===== config.mk =====
export PLATFORM = sky130hd
export DESIGN_NAME = dual_sample_conditioner
export DESIGN_NICKNAME = d
export VERILOG_FILES = /design/src/rtl/sc_pkg.sv /design/src/rtl/sc_gain_stage.sv /design/src/rtl/sc_dc_filter.sv /design/src/rtl/sc_delay_line.sv /design/src/rtl/sc_channel.sv /design/src/rtl/dual_sample_conditioner.sv
export SDC_FILE = /design/constraint.sdc
export NUM_CORES = 2
export LEC_CHECK = 0
export ABC_AREA = 1
export BUFFER_PORTS_ARGS = -buffer_cell sky130_fd_sc_hd__buf_4
export CAP_MARGIN = 25
export CORE_MARGIN = 2
export CORE_UTILIZATION = 55
export DETAILED_ROUTE_END_ITERATION = 16
export PLACE_DENSITY = 0.76
export SLEW_MARGIN = 10
export SYNTH_ARGS = -nofsm -noshare
export SYNTH_HDL_FRONTEND = slang
export SYNTH_HIERARCHICAL = 1
export SYNTH_SLANG_ARGS = --single-unit
export TNS_END_PERCENT = 10

===== constraint.sdc =====
create_clock -name clk -period 16.4 [get_ports clk]
set_input_delay 3.28 -clock clk [delete_from_list [all_inputs] [get_ports clk]]
set_output_delay 3.28 -clock clk [all_outputs]
set_load 0.01 [all_outputs]

===== src/rtl/sc_pkg.sv =====
package sc_pkg;

    localparam int SAMPLE_W  = 16;
    localparam int GAIN_W    = 12;
    localparam int GAIN_FRAC = 8;
    localparam int DELAY_MAX = 31;
    localparam int DELAY_W   = $clog2(DELAY_MAX + 1);
    localparam int NUM_CH    = 2;

    typedef logic signed [SAMPLE_W-1:0] sample_t;

    typedef enum logic [1:0] {
        DC_OFF  = 2'd0,
        DC_5HZ  = 2'd1,
        DC_10HZ = 2'd2,
        DC_20HZ = 2'd3
    } dc_mode_e;

    typedef struct packed {
        logic [GAIN_W-1:0]  gain;
        dc_mode_e           mode;
        logic [DELAY_W-1:0] delay;
    } chan_cfg_t;

    // Clamp a wide signed value into the sample range.
    function automatic sample_t sat_sample(input logic signed [31:0] v);
        logic signed [31:0] hi;
        logic signed [31:0] lo;
        hi = (32'sd1 <<< (SAMPLE_W - 1)) - 32'sd1;
        lo = -hi - 32'sd1;
        if (v > hi)      return hi[SAMPLE_W-1:0];
        else if (v < lo) return lo[SAMPLE_W-1:0];
        else             return v[SAMPLE_W-1:0];
    endfunction

    // Feedback shift per mode; each step doubles the cutoff.
    function automatic int dc_shift(input dc_mode_e m);
        case (m)
            DC_5HZ:  return 10;
            DC_10HZ: return 9;
            DC_20HZ: return 8;
            default: return 0;
        endcase
    endfunction

endpackage


===== src/rtl/sc_gain_stage.sv =====
module sc_gain_stage
    import sc_pkg::*;
#(
    parameter int GW = GAIN_W,
    parameter int GF = GAIN_FRAC
) (
    input  logic          clk,
    input  logic          rst,
    input  logic          en,
    input  logic          in_valid,
    input  sample_t       in_data,
    input  logic [GW-1:0] gain,
    output logic          v1,
    output sample_t       g1
);

    localparam logic signed [31:0] HALF = 32'sd1 <<< (GF - 1);

    logic signed [31:0] xs, gs, prod, scaled;

    always_comb begin
        xs     = 32'(in_data);
        gs     = $signed(32'(gain));
        prod   = xs * gs;
        scaled = (prod + HALF) >>> GF;
    end

    always_ff @(posedge clk) begin
        if (rst) begin
            v1 <= 1'b0;
            g1 <= '0;
        end else begin
            v1 <= in_valid & en;
            if (in_valid & en) g1 <= sat_sample(scaled);
        end
    end


    lat_in_chk: assert property (@(posedge clk) disable iff (rst)
        v1 |-> $past(in_valid && en));

endmodule


===== src/rtl/sc_dc_filter.sv =====
module sc_dc_filter
    import sc_pkg::*;
(
    input  logic     clk,
    input  logic     rst,
    input  logic     clr,
    input  logic     adv,
    input  dc_mode_e mode,
    input  sample_t  x,
    output sample_t  y
);

    sample_t            xp, yp;
    logic signed [31:0] ypw, acc;

    always_comb begin
        ypw = 32'(yp);
        acc = 32'(x) - 32'(xp) + ypw - (ypw >>> dc_shift(mode));
        y   = (mode == DC_OFF) ? x : sat_sample(acc);
    end

    always_ff @(posedge clk) begin
        if (rst || clr) begin
            xp <= '0;
            yp <= '0;
        end else if (adv) begin
            xp <= x;
            yp <= y;
        end
    end


    flt_clear_chk: assert property (@(posedge clk) disable iff (rst)
        clr |=> (y == x));

endmodule


===== src/rtl/sc_delay_line.sv =====
module sc_delay_line
    import sc_pkg::*;
#(
    parameter int DMAX = DELAY_MAX
) (
    input  logic                       clk,
    input  logic                       rst,
    input  logic                       clr,
    input  logic                       adv,
    input  logic [$clog2(DMAX+1)-1:0]  depth,
    input  sample_t                    din,
    output sample_t                    dout
);

    localparam int DW    = $clog2(DMAX + 1);
    localparam int SLOTS = DMAX + 1;
    localparam int PW    = $clog2(SLOTS);

    sample_t         mem [SLOTS];
    logic [PW-1:0]   wptr, rptr;
    logic [DW-1:0]   fill;

    always_comb begin
        int ri;
        ri = int'(wptr) - int'(depth);
        if (ri < 0) ri = ri + SLOTS;
        rptr = PW'(ri);
        if (depth == '0)       dout = din;
        else if (fill >= depth) dout = mem[rptr];
        else                   dout = '0;
    end

    always_ff @(posedge clk) begin
        if (adv) mem[wptr] <= din;
    end

    always_ff @(posedge clk) begin
        if (rst || clr) begin
            wptr <= '0;
            fill <= '0;
        end else if (adv) begin
            wptr <= (wptr == PW'(SLOTS - 1)) ? '0 : wptr + 1'b1;
            if (fill != DW'(DMAX)) fill <= fill + 1'b1;
        end
    end


    dly_clear_chk: assert property (@(posedge clk) disable iff (rst)
        clr |=> (depth == '0 || dout == '0));

endmodule


===== src/rtl/sc_channel.sv =====
module sc_channel
    import sc_pkg::*;
(
    input  logic      clk,
    input  logic      rst,
    input  logic      en,
    input  logic      in_valid,
    input  sample_t   in_data,
    input  chan_cfg_t cfg,
    output logic      out_valid,
    output sample_t   out_data
);

    logic               v1, adv, clr_f, clr_d;
    sample_t            g1, fy, dy;
    dc_mode_e           mode_q;
    logic [DELAY_W-1:0] delay_q;

    assign adv   = v1 & en;
    assign clr_f = (cfg.mode  != mode_q);
    assign clr_d = (cfg.delay != delay_q);

    always_ff @(posedge clk) begin
        if (rst) begin
            mode_q  <= DC_OFF;
            delay_q <= '0;
        end else begin
            mode_q  <= cfg.mode;
            delay_q <= cfg.delay;
        end
    end

    sc_gain_stage u_gain (
        .clk(clk), .rst(rst), .en(en), .in_valid(in_valid),
        .in_data(in_data), .gain(cfg.gain), .v1(v1), .g1(g1)
    );

    sc_dc_filter u_flt (
        .clk(clk), .rst(rst), .clr(clr_f), .adv(adv),
        .mode(cfg.mode), .x(g1), .y(fy)
    );

    sc_delay_line #(.DMAX(DELAY_MAX)) u_dly (
        .clk(clk), .rst(rst), .clr(clr_d), .adv(adv),
        .depth(cfg.delay), .din(fy), .dout(dy)
    );

    always_ff @(posedge clk) begin
        if (rst) begin
            out_valid <= 1'b0;
            out_data  <= '0;
        end else begin
            out_valid <= adv;
            if (adv) out_data <= dy;
        end
    end


    lat_out_chk: assert property (@(posedge clk) disable iff (rst)
        out_valid |-> $past(v1));

endmodule


===== src/rtl/dual_sample_conditioner.sv =====
module dual_sample_conditioner
    import sc_pkg::*;
(
    input  logic                clk,
    input  logic                rst,
    input  logic                en0,
    input  logic                en1,
    input  logic [GAIN_W-1:0]   gain0,
    input  logic [GAIN_W-1:0]   gain1,
    input  logic [1:0]          fmode0,
    input  logic [1:0]          fmode1,
    input  logic [DELAY_W-1:0]  dly_amt,
    input  logic                dly_sel,
    input  logic                in_valid0,
    input  logic [SAMPLE_W-1:0] in_data0,
    input  logic                in_valid1,
    input  logic [SAMPLE_W-1:0] in_data1,
    output logic                out_valid0,
    output logic [SAMPLE_W-1:0] out_data0,
    output logic                out_valid1,
    output logic [SAMPLE_W-1:0] out_data1
);

    logic [NUM_CH-1:0] en_v, iv_v, ov_v;
    sample_t           id_a [NUM_CH];
    sample_t           od_a [NUM_CH];
    chan_cfg_t         cfg_a [NUM_CH];

    assign en_v    = {en1, en0};
    assign iv_v    = {in_valid1, in_valid0};
    assign id_a[0] = in_data0;
    assign id_a[1] = in_data1;

    always_comb begin
        cfg_a[0].gain  = gain0;
        cfg_a[0].mode  = dc_mode_e'(fmode0);
        cfg_a[0].delay = dly_sel ? dly_amt : '0;
        cfg_a[1].gain  = gain1;
        cfg_a[1].mode  = dc_mode_e'(fmode1);
        cfg_a[1].delay = dly_sel ? '0 : dly_amt;
    end

    for (genvar c = 0; c < NUM_CH; c++) begin : g_ch
        sc_channel u_ch (
            .clk(clk), .rst(rst), .en(en_v[c]), .in_valid(iv_v[c]),
            .in_data(id_a[c]), .cfg(cfg_a[c]),
            .out_valid(ov_v[c]), .out_data(od_a[c])
        );
    end

    assign out_valid0 = ov_v[0];
    assign out_valid1 = ov_v[1];
    assign out_data0  = od_a[0];
    assign out_data1  = od_a[1];


    ch_off0_chk: assert property (@(posedge clk) disable iff (rst)
        !en0 |=> !out_valid0);


    ch_off1_chk: assert property (@(posedge clk) disable iff (rst)
        !en1 |=> !out_valid1);

endmodule


Word-level counts from Yosys, hierarchy flattened

Memory sizes are Yosys's and may differ from the RTL's.
Index checks and enable logic that the tools add are counted.

RAM bits: 1,024
Register bits: 166
Output and inout bits: 34
Memories: 2
Logic and storage cells: 108

Memory list:

| memory                 | depth | width | read ports | clocked after memory_dff | wr ports | RTL line            | RTL |
|---|---|---|---|---|---|---|---|
| g_ch[0].u_ch.u_dly.mem | 32    | 16    | 1          | 0                        | 1        | sc_delay_line.sv:19 | `sample_t mem [SLOTS];` |
| g_ch[1].u_ch.u_dly.mem | 32    | 16    | 1          | 0                        | 1        | sc_delay_line.sv:19 |  |

$lt $le $gt $ge: 12
Eq/ne operators: 14
Shift operators: 2
Bitwise gates (word level): 4
Add/sub/neg operators: 16
Multipliers: 2
Multiplexer cells: 26
Reduce and logical (&&, ||, !) cells: 10

Operators by type and width:

| kind                  | number |
|---|---|
| $mux 16               | 14 |
| $gt 32x16->1 const B  | 2 |
| $lt 32x16->1 const B  | 2 |
| $sshr 16x4->32        | 2 |
| $sub 32x32->32        | 2 |
| $add 29x9->30 const B | 2 |
| $mul 16x13->29        | 2 |
| $gt 22x16->1 const B  | 2 |
| $lt 22x16->1 const B  | 2 |
| $add 17x16->18        | 2 |
| $sub 16x16->17        | 2 |
| $add 5x1->5 const B   | 6 |
| $mux 5                | 6 |
| $pmux 4 s3            | 2 |
| $lt 6x1->1 const B    | 2 |
| $sub 5x5->6           | 2 |
| $eq 5x5->1 const B    | 2 |
| $ge 5x5->1            | 2 |
| $logic_not 5->1       | 2 |
| $ne 5x5->1            | 2 |
| $ne 5x5->1 const B    | 2 |
| $eq 2x2->1 const B    | 4 |
| $and 1x1->1           | 4 |
| $eq 2x1->1 const B    | 2 |
| other kinds (5)       | 14 |

Longest topological paths before layout

Depth in word-level cells: 9
Depth in mapped cells: 33

Hierarchy

Netlist, hierarchy kept.

By module, submodules not included:

| module                               | instances | cells an instance | area each (µm²) |
|---|---|---|---|
| sc_delay_line at g_ch[1].u_ch.u_dly  | 1         | 2,004             | 22,089.9 |
| sc_delay_line at g_ch[0].u_ch.u_dly  | 1         | 1,999             | 22,009.9 |
| sc_gain_stage at g_ch[1].u_ch.u_gain | 1         | 1,174             | 8,720.9 |
| sc_gain_stage at g_ch[0].u_ch.u_gain | 1         | 1,163             | 8,710.9 |
| sc_dc_filter                         | 2         | 545               | 3,804.9 |
| sc_channel                           | 2         | 116               | 953.4 |
| dual_sample_conditioner              | 1         | 21                | 86.3 |

Worst setup path after synthesis

Ideal clock, no wire load.

Path type: input to register
Start: input gain1[3]
End: register g_ch[1].u_ch.u_gain.g1[10]
Stages on the path: 26
Buffers on the path: 3
Setup slack: 7.671 ns
Arrival time: 8.607 ns
Cells stage by stage: clkbuf_1 > clkbuf_1 > nand2_1 > fa_1 > fa_1 > inv_1 > fa_1 > inv_1 > fa_1 > fa_1 > inv_1 > ha_1 > ha_1 > inv_1 > o21bai_1 > nor2_1 > nand2_1 > a21oi_1 > nand2_1 > nand2_1 > nand2_1 > nor2_1 > nand3_1 > a21oi_4 > buf_6 > a21oi_2

Longest elaborated chain between the ends: 5
Elaborated cells between the ends (all ways): 6

Ends and longest elaborated chain:

| element              | RTL line                     | RTL |
|---|---|---|
| from (decl)          | dual_sample_conditioner.sv:9 | `input logic [GAIN_W-1:0] gain1,` |
| $mul 16x13->29 (*)   | sc_gain_stage.sv:24          | `prod = xs * gs;` |
| $add 29x9->30 (*)    | sc_gain_stage.sv:25          | `scaled = (prod + HALF) >>> GF;` |
| $lt 22x16->1         | sc_pkg.sv:32                 | `else if (v < lo) return lo[SAMPLE_W-1:0];` |
| $mux 16              | sc_pkg.sv:32                 |  |
| $mux 16 (*)          | sc_pkg.sv:31                 | `if (v > hi) return hi[SAMPLE_W-1:0];` |
| to (signal assigned) | sc_gain_stage.sv:34          | `if (in_valid & en) g1 <= sat_sample(scaled);` |
| to (decl)            | sc_gain_stage.sv:14          | `output sample_t g1` |

Mark *: on every way between the ends. The rest lies on a longest branch, timed or not.
A chain may end at the register's enable or synchronous reset.

Final worst setup path

Start: input gain1[1]
End: register g_ch[1].u_ch.u_gain.g1[6]

Same word-level chain as after synthesis.

==> results by stage <==
Run status:
- The flow ran to the end, and the final reports show no timing, DRC or antenna violations.

Yosys:
- By area the synthesized netlist is led by sky130_fd_sc_hd__edfxtp_1 (43%), sky130_fd_sc_hd__fa_1 (12%), sky130_fd_sc_hd__nand2_1 (11%).
- sky130_fd_sc_hd__edfxtp_1 takes more of the synthesized area than any other cell.
- The share of the Yosys chip area taken by registers is a little under half.
- The async set-reset flop share out of synthesis is 0%.
- The area fraction in compound gates after synthesis is roughly 3.7%.
- The portion of netlist area occupied by mux cells is 0%.
- The combinational family with the most area after synthesis is simple AND/OR/NAND/NOR gates.
- Counting distinct cell types in the post-synthesis netlist gives 49.
- The synthesized netlist net count is approximately 8400.
- The average instance in the mapped netlist occupies 9.259 um2.
- The synthesized netlist devotes between 15 and 20% of its cell area to adder and majority cells.
- The top cell type's share of synthesized area is a little over two fifths.
- During synthesis, Yosys emitted a total of 6 warnings.
- The total standard cell area after synthesis is 71130 um2.
- The cell count after synthesis is just under 8000.
- The synthesized flop and latch total is approximately 1200.
- Of the total synthesized cell area, the portion taken by XOR and XNOR cells is between 1 and 1.5%.
- The simple-gate portion of the synthesized area is about 22%.
- The most used flip-flop cell after synthesis is sky130_fd_sc_hd__edfxtp_1.
- Yosys mapped a number of flops with a built-in enable equal to about 1000.

CTS:
- TritonCTS built the clock tree.
- The total CTS buffers is around 120.
- The total number of H-tree levels is 3.
- The root buffer cell chosen for the clock tree is sky130_fd_sc_hd__clkbuf_16.
- The clock reaches the later pin of the worst-skew pair after ~0.75 ns.
- The number of sinks on the clock net is between 1000 and 1500.
- Gates resized during post-CTS repair numbered 0.
- Counting along the longest clock path gives a buffer depth of 3.
- Clock-pin slew was measured on the worst setup and hold paths at 0.06 ns.
- The number of setup buffers added after CTS is 0.
- In this run, post-CTS hold repair placed 0 buffers.

Routing:
- The routed wire length is roughly 180000 um.
- Before antenna repair, the detailed router went through 6 iterations.
- The via count normalized by instance count is 5.431.
- In this run, the number of DRC markers left after iteration 0 of detailed routing was around 5400.
- For this run, design rule violations remaining after detail routing come to 0.
- After detailed routing, the average wire length per cell comes to around 19 um.
- The number of vias in the routed layout is roughly 52000.
- In this run the remaining antenna-violating nets after routing total 0.

Layout:
- Cells with a size suffix above 1 make up 8.704% of the layout.
- Measured on the finished design, the core utilization comes to about three fifths.
- The total of fill cells in the finished design is around 10000.
- The net count of the finished layout is between 8000 and 9000.
- The signed area change from the synthesized netlist to the final layout is 8.510%.
- The repair_antennas step left the layout with diodes totalling 0.

Worst setup path:
- The worst setup path is launched from an input port.
- STA classifies the critical path endpoint as a flip-flop.
- The beginning of the critical path is gain1[1].
- The reg-to-reg startpoint is g_ch[1].u_ch/u_flt/yp[8]$_SDFFE_PP0P_.
- The peak fanout along the critical path is 15.
- For flop-to-flop paths, the worst setup slack is 11.08 ns.
- The type of the worst setup path is in2reg.
- The arrival time of the worst setup path is around 9.0 ns.
- The worst path required time is between 15 and 20 ns.
- The terminus of the critical flop-to-flop path is g_ch[1].u_ch/out_data[2]$_SDFFE_PP0P_.
- Counting cells, the worst reg-to-reg path comes to 30.
- The worst setup path endpoint is g_ch[1].u_ch/u_gain/g1[6]$_SDFFE_PP0P_.

Floorplan:
- The effective utilization at floorplan is 55.57%.
- The overall die width is approximately 360 um.
- The die covers 132200 um2.
- around 110 I/O pins were placed.
- The floorplan has between 100 and 150 rows.
- The area of the core is around 130000 um2.
- Measured along the y axis, the die boundary spans around 360 um.

Hold path:
- The classification of the worst-slack hold path is reg2reg.

Placement:
- The total half-perimeter wirelength after legalization and detailed placement is 117000 um.
- The routability-driven placement congestion ratio is between 0.9 and 1.
- The total of buffers placed on input and output ports is around 110.
- At the placement stage, the worst setup path has a slack of around 7.2 ns.

STA:
- Derived from the worst setup path, the maximum achievable clock frequency is ~0.12 GHz.
- Setup repair after global routing left no endpoint under its margin.
- After layout, the worst setup slack is around 8.0 ns.
- At the pin with the least slew margin, the transition time is ~1.1 ns.
- The count of final setup violators is 0.
- Of the available clock period, the critical path in the final layout requires about half.
- The final-layout worst hold slack is 0.4650 ns.
- In this run the tightest slew margin relative to its limit is between 20% and 30%.
- The sum of negative setup slack is 0 ns.
- The count of final max-slew check failures is 0.
- The final count of hold timing violations is 0.
- Subtracting the final worst setup slack from the clock period gives ~8.4 ns.
- The worst clock skew is ~0.047 ns.

Power:
- The analysis attributes to cell leakage a power of about 34 nW.
- The design draws between 15 and 20 mW.
- The power per cell area is slightly above 200 nW/um2.
- The worst IR drop on VDD is between 0.2 and 0.3 mV.

Global routing:
- The maximum number of pins on one net before global-route repair is approximately 240.
- Global routing used 26.90% of the available tracks.
- The global-route wire length before repair is ~280000 um.
- The number of global-route vias before repair was 50676.
- The number of antenna violations at the first check in global routing came to 1.
- Summed over all layers, the global routing overflow is 0.

Run:
- The count of max-cap constraint violations is 0.
## cells by family (layout without fill, tap and decap cells)
kind of cell	count (synthesis)	count (layout)
xor gates and xnor gates	80	80
buffers and inverters	1513	1608
AOI/OAI and AO/OA	453	453
and+or+nand+nor	3779	3779
DFF	1190	1190
adders and majority gates	668	668
## cells in the final DEF, fill, tap and decap left out, types with 11 or more instances in the layout
cell	Yosys	final
sky130_fd_sc_hd__nand3_1	830	830
sky130_fd_sc_hd__buf_4	10	217
sky130_fd_sc_hd__edfxtp_1	1024	1024
sky130_fd_sc_hd__inv_2	20	17
sky130_fd_sc_hd__nor3_2	5	13
sky130_fd_sc_hd__nand2_2	102	105
sky130_fd_sc_hd__nor3_1	33	25
sky130_fd_sc_hd__nor2_1	544	544
sky130_fd_sc_hd__nand3_2	32	32
sky130_fd_sc_hd__a21oi_1	149	149
sky130_fd_sc_hd__fa_1	428	426
sky130_fd_sc_hd__nand2_1	2165	2162
sky130_fd_sc_hd__ha_1	240	238
sky130_fd_sc_hd__clkbuf_1	150	23
sky130_fd_sc_hd__nor2_2	16	16
sky130_fd_sc_hd__dfxtp_1	166	166
sky130_fd_sc_hd__inv_1	1140	1139
sky130_fd_sc_hd__nand4_1	16	16
sky130_fd_sc_hd__clkbuf_16	0	117
sky130_fd_sc_hd__clkinv_2	0	16
sky130_fd_sc_hd__a21oi_2	62	62
sky130_fd_sc_hd__clkinv_1	2	27
sky130_fd_sc_hd__xor2_1	38	38
sky130_fd_sc_hd__xnor2_1	38	38
sky130_fd_sc_hd__o21ai_0	205	203
sky130_fd_sc_hd__nand2_4	11	11
## synthesized netlist by cell type (3+ instances only)
| library cell | number |
|---|---|
| sky130_fd_sc_hd__nand2_1 | 2165 |
| sky130_fd_sc_hd__inv_1 | 1140 |
| sky130_fd_sc_hd__edfxtp_1 | 1024 |
| sky130_fd_sc_hd__nand3_1 | 830 |
| sky130_fd_sc_hd__nor2_1 | 544 |
| sky130_fd_sc_hd__fa_1 | 428 |
| sky130_fd_sc_hd__ha_1 | 240 |
| sky130_fd_sc_hd__o21ai_0 | 205 |
| sky130_fd_sc_hd__dfxtp_1 | 166 |
| sky130_fd_sc_hd__buf_2 | 152 |
| sky130_fd_sc_hd__clkbuf_1 | 150 |
| sky130_fd_sc_hd__a21oi_1 | 149 |
| sky130_fd_sc_hd__nand2_2 | 102 |
| sky130_fd_sc_hd__a21oi_2 | 62 |
| sky130_fd_sc_hd__xnor2_1 | 38 |
| sky130_fd_sc_hd__xor2_1 | 38 |
| sky130_fd_sc_hd__nor3_1 | 33 |
| sky130_fd_sc_hd__nand3_2 | 32 |
| sky130_fd_sc_hd__inv_2 | 20 |
| sky130_fd_sc_hd__buf_6 | 17 |
| sky130_fd_sc_hd__nand4_1 | 16 |
| sky130_fd_sc_hd__nor2_2 | 16 |
| sky130_fd_sc_hd__buf_1 | 13 |
| sky130_fd_sc_hd__nand2_4 | 11 |
| sky130_fd_sc_hd__buf_4 | 10 |
| sky130_fd_sc_hd__a31oi_1 | 9 |
| sky130_fd_sc_hd__or2_2 | 7 |
| sky130_fd_sc_hd__buf_12 | 6 |
| sky130_fd_sc_hd__and3_1 | 5 |
| sky130_fd_sc_hd__nor3_2 | 5 |
| sky130_fd_sc_hd__o21bai_1 | 5 |
| sky130_fd_sc_hd__a211oi_1 | 4 |
| sky130_fd_sc_hd__a32o_1 | 4 |
| sky130_fd_sc_hd__o211ai_1 | 4 |
| sky130_fd_sc_hd__or2_0 | 4 |
| sky130_fd_sc_hd__or2_1 | 4 |
| sky130_fd_sc_hd__nand3b_1 | 3 |
## cell type report
type,instances,area [um2],area share [%]
inverters,1164,4394,5.693
well taps,1729,2163,2.803
clock buffers,153,3161,4.095
clock inverters,64,586.8,0.7602
repair buffers,227,1807,2.341
flip-flops and latches,1190,34070,44.14
multi-input cells,4980,31000,40.17
## worst max-delay path, cell delays in order
cell	delay (ns)
sky130_fd_sc_hd__buf_4	0.18
sky130_fd_sc_hd__nand2_1	0.13
sky130_fd_sc_hd__fa_1	0.53
sky130_fd_sc_hd__fa_1	0.65
sky130_fd_sc_hd__inv_1	0.21
sky130_fd_sc_hd__fa_1	0.52
sky130_fd_sc_hd__fa_1	0.58
sky130_fd_sc_hd__fa_1	0.43
sky130_fd_sc_hd__ha_1	0.29
sky130_fd_sc_hd__ha_1	0.38
sky130_fd_sc_hd__nand2_1	0.10
sky130_fd_sc_hd__inv_1	0.08
sky130_fd_sc_hd__nand2_1	0.08
sky130_fd_sc_hd__nor3_1	0.22
sky130_fd_sc_hd__nand3_1	0.17
sky130_fd_sc_hd__nand4_1	0.11
sky130_fd_sc_hd__nand2_1	0.07
sky130_fd_sc_hd__nor2_1	0.18
sky130_fd_sc_hd__nand3_1	0.18
sky130_fd_sc_hd__a21oi_4	0.50
sky130_fd_sc_hd__a21oi_1	0.13
## flip-flops by register name, indices dropped and copies added, names as in the netlist
| register | count |
|---|---|
| g_ch.u_ch/u_dly/fill | 10 |
| g_ch.u_ch/u_dly/wptr | 10 |
| g_ch.u_ch/out_valid | 2 |
| g_ch.u_ch/u_gain/v1 | 2 |
| g_ch.u_ch/u_flt/yp | 32 |
| g_ch.u_ch/u_flt/xp | 32 |
| g_ch.u_ch/u_dly/mem | 1024 |
| g_ch.u_ch/delay_q | 10 |
| g_ch.u_ch/mode_q | 4 |
| g_ch.u_ch/u_gain/g1 | 32 |
| g_ch.u_ch/out_data | 32 |
## layer usage
metal  share of wire, %  global-route usage [%]  up-vias
li1                   -                       -    24428
met1                 41                   36.87    24818
met2                 48                   45.02     2114
met3                8.3                   3.417      270
met4                2.7                   8.177        2
met5             0.0074                       0        -
## per-stage QoR
| stage | cells | area (um2) |
|---|---|---|
| finish | 9507 | 77190 |
| global route | 9507 | 77190 |
| CTS | 9502 | 77090 |
| detailed placement | 9285 | 73340 |
| global placement | 9282 | 73300 |
| floorplan | 7683 | 71130 |
## worst min-delay path by stage
stage                                            from                                     end  slack [ns]  cells past startpoint
4_1_cts         g_ch[0].u_ch/out_data[5]$_SDFFE_PP0P_   g_ch[0].u_ch/out_data[5]$_SDFFE_PP0P_        0.47                      2
5_1_grt         g_ch[0].u_ch/out_data[0]$_SDFFE_PP0P_   g_ch[0].u_ch/out_data[0]$_SDFFE_PP0P_        0.48                      2
3_5_place_dp    g_ch[0].u_ch/out_data[5]$_SDFFE_PP0P_   g_ch[0].u_ch/out_data[5]$_SDFFE_PP0P_        0.46                      2
3_3_place_gp    g_ch[1].u_ch/out_data[4]$_SDFFE_PP0P_   g_ch[1].u_ch/out_data[4]$_SDFFE_PP0P_        0.46                      2
2_1_floorplan  g_ch[0].u_ch/u_flt/xp[10]$_SDFFE_PP0P_  g_ch[0].u_ch/u_flt/xp[10]$_SDFFE_PP0P_        0.46                      2
6_report        g_ch[0].u_ch/out_data[2]$_SDFFE_PP0P_   g_ch[0].u_ch/out_data[2]$_SDFFE_PP0P_        0.46                      2
## report_power, final
group / switching, mW / leakage (nW) / internal, mW
Sequential: 0.0573 / 10.5 / 4.19
Combinational: 6.19 / 21.8 / 2.86
Clock: 1.14 / 1.83 / 1.47
Total: 7.39 / 34.1 / 8.52
Power figures use the tool's default switching activity.
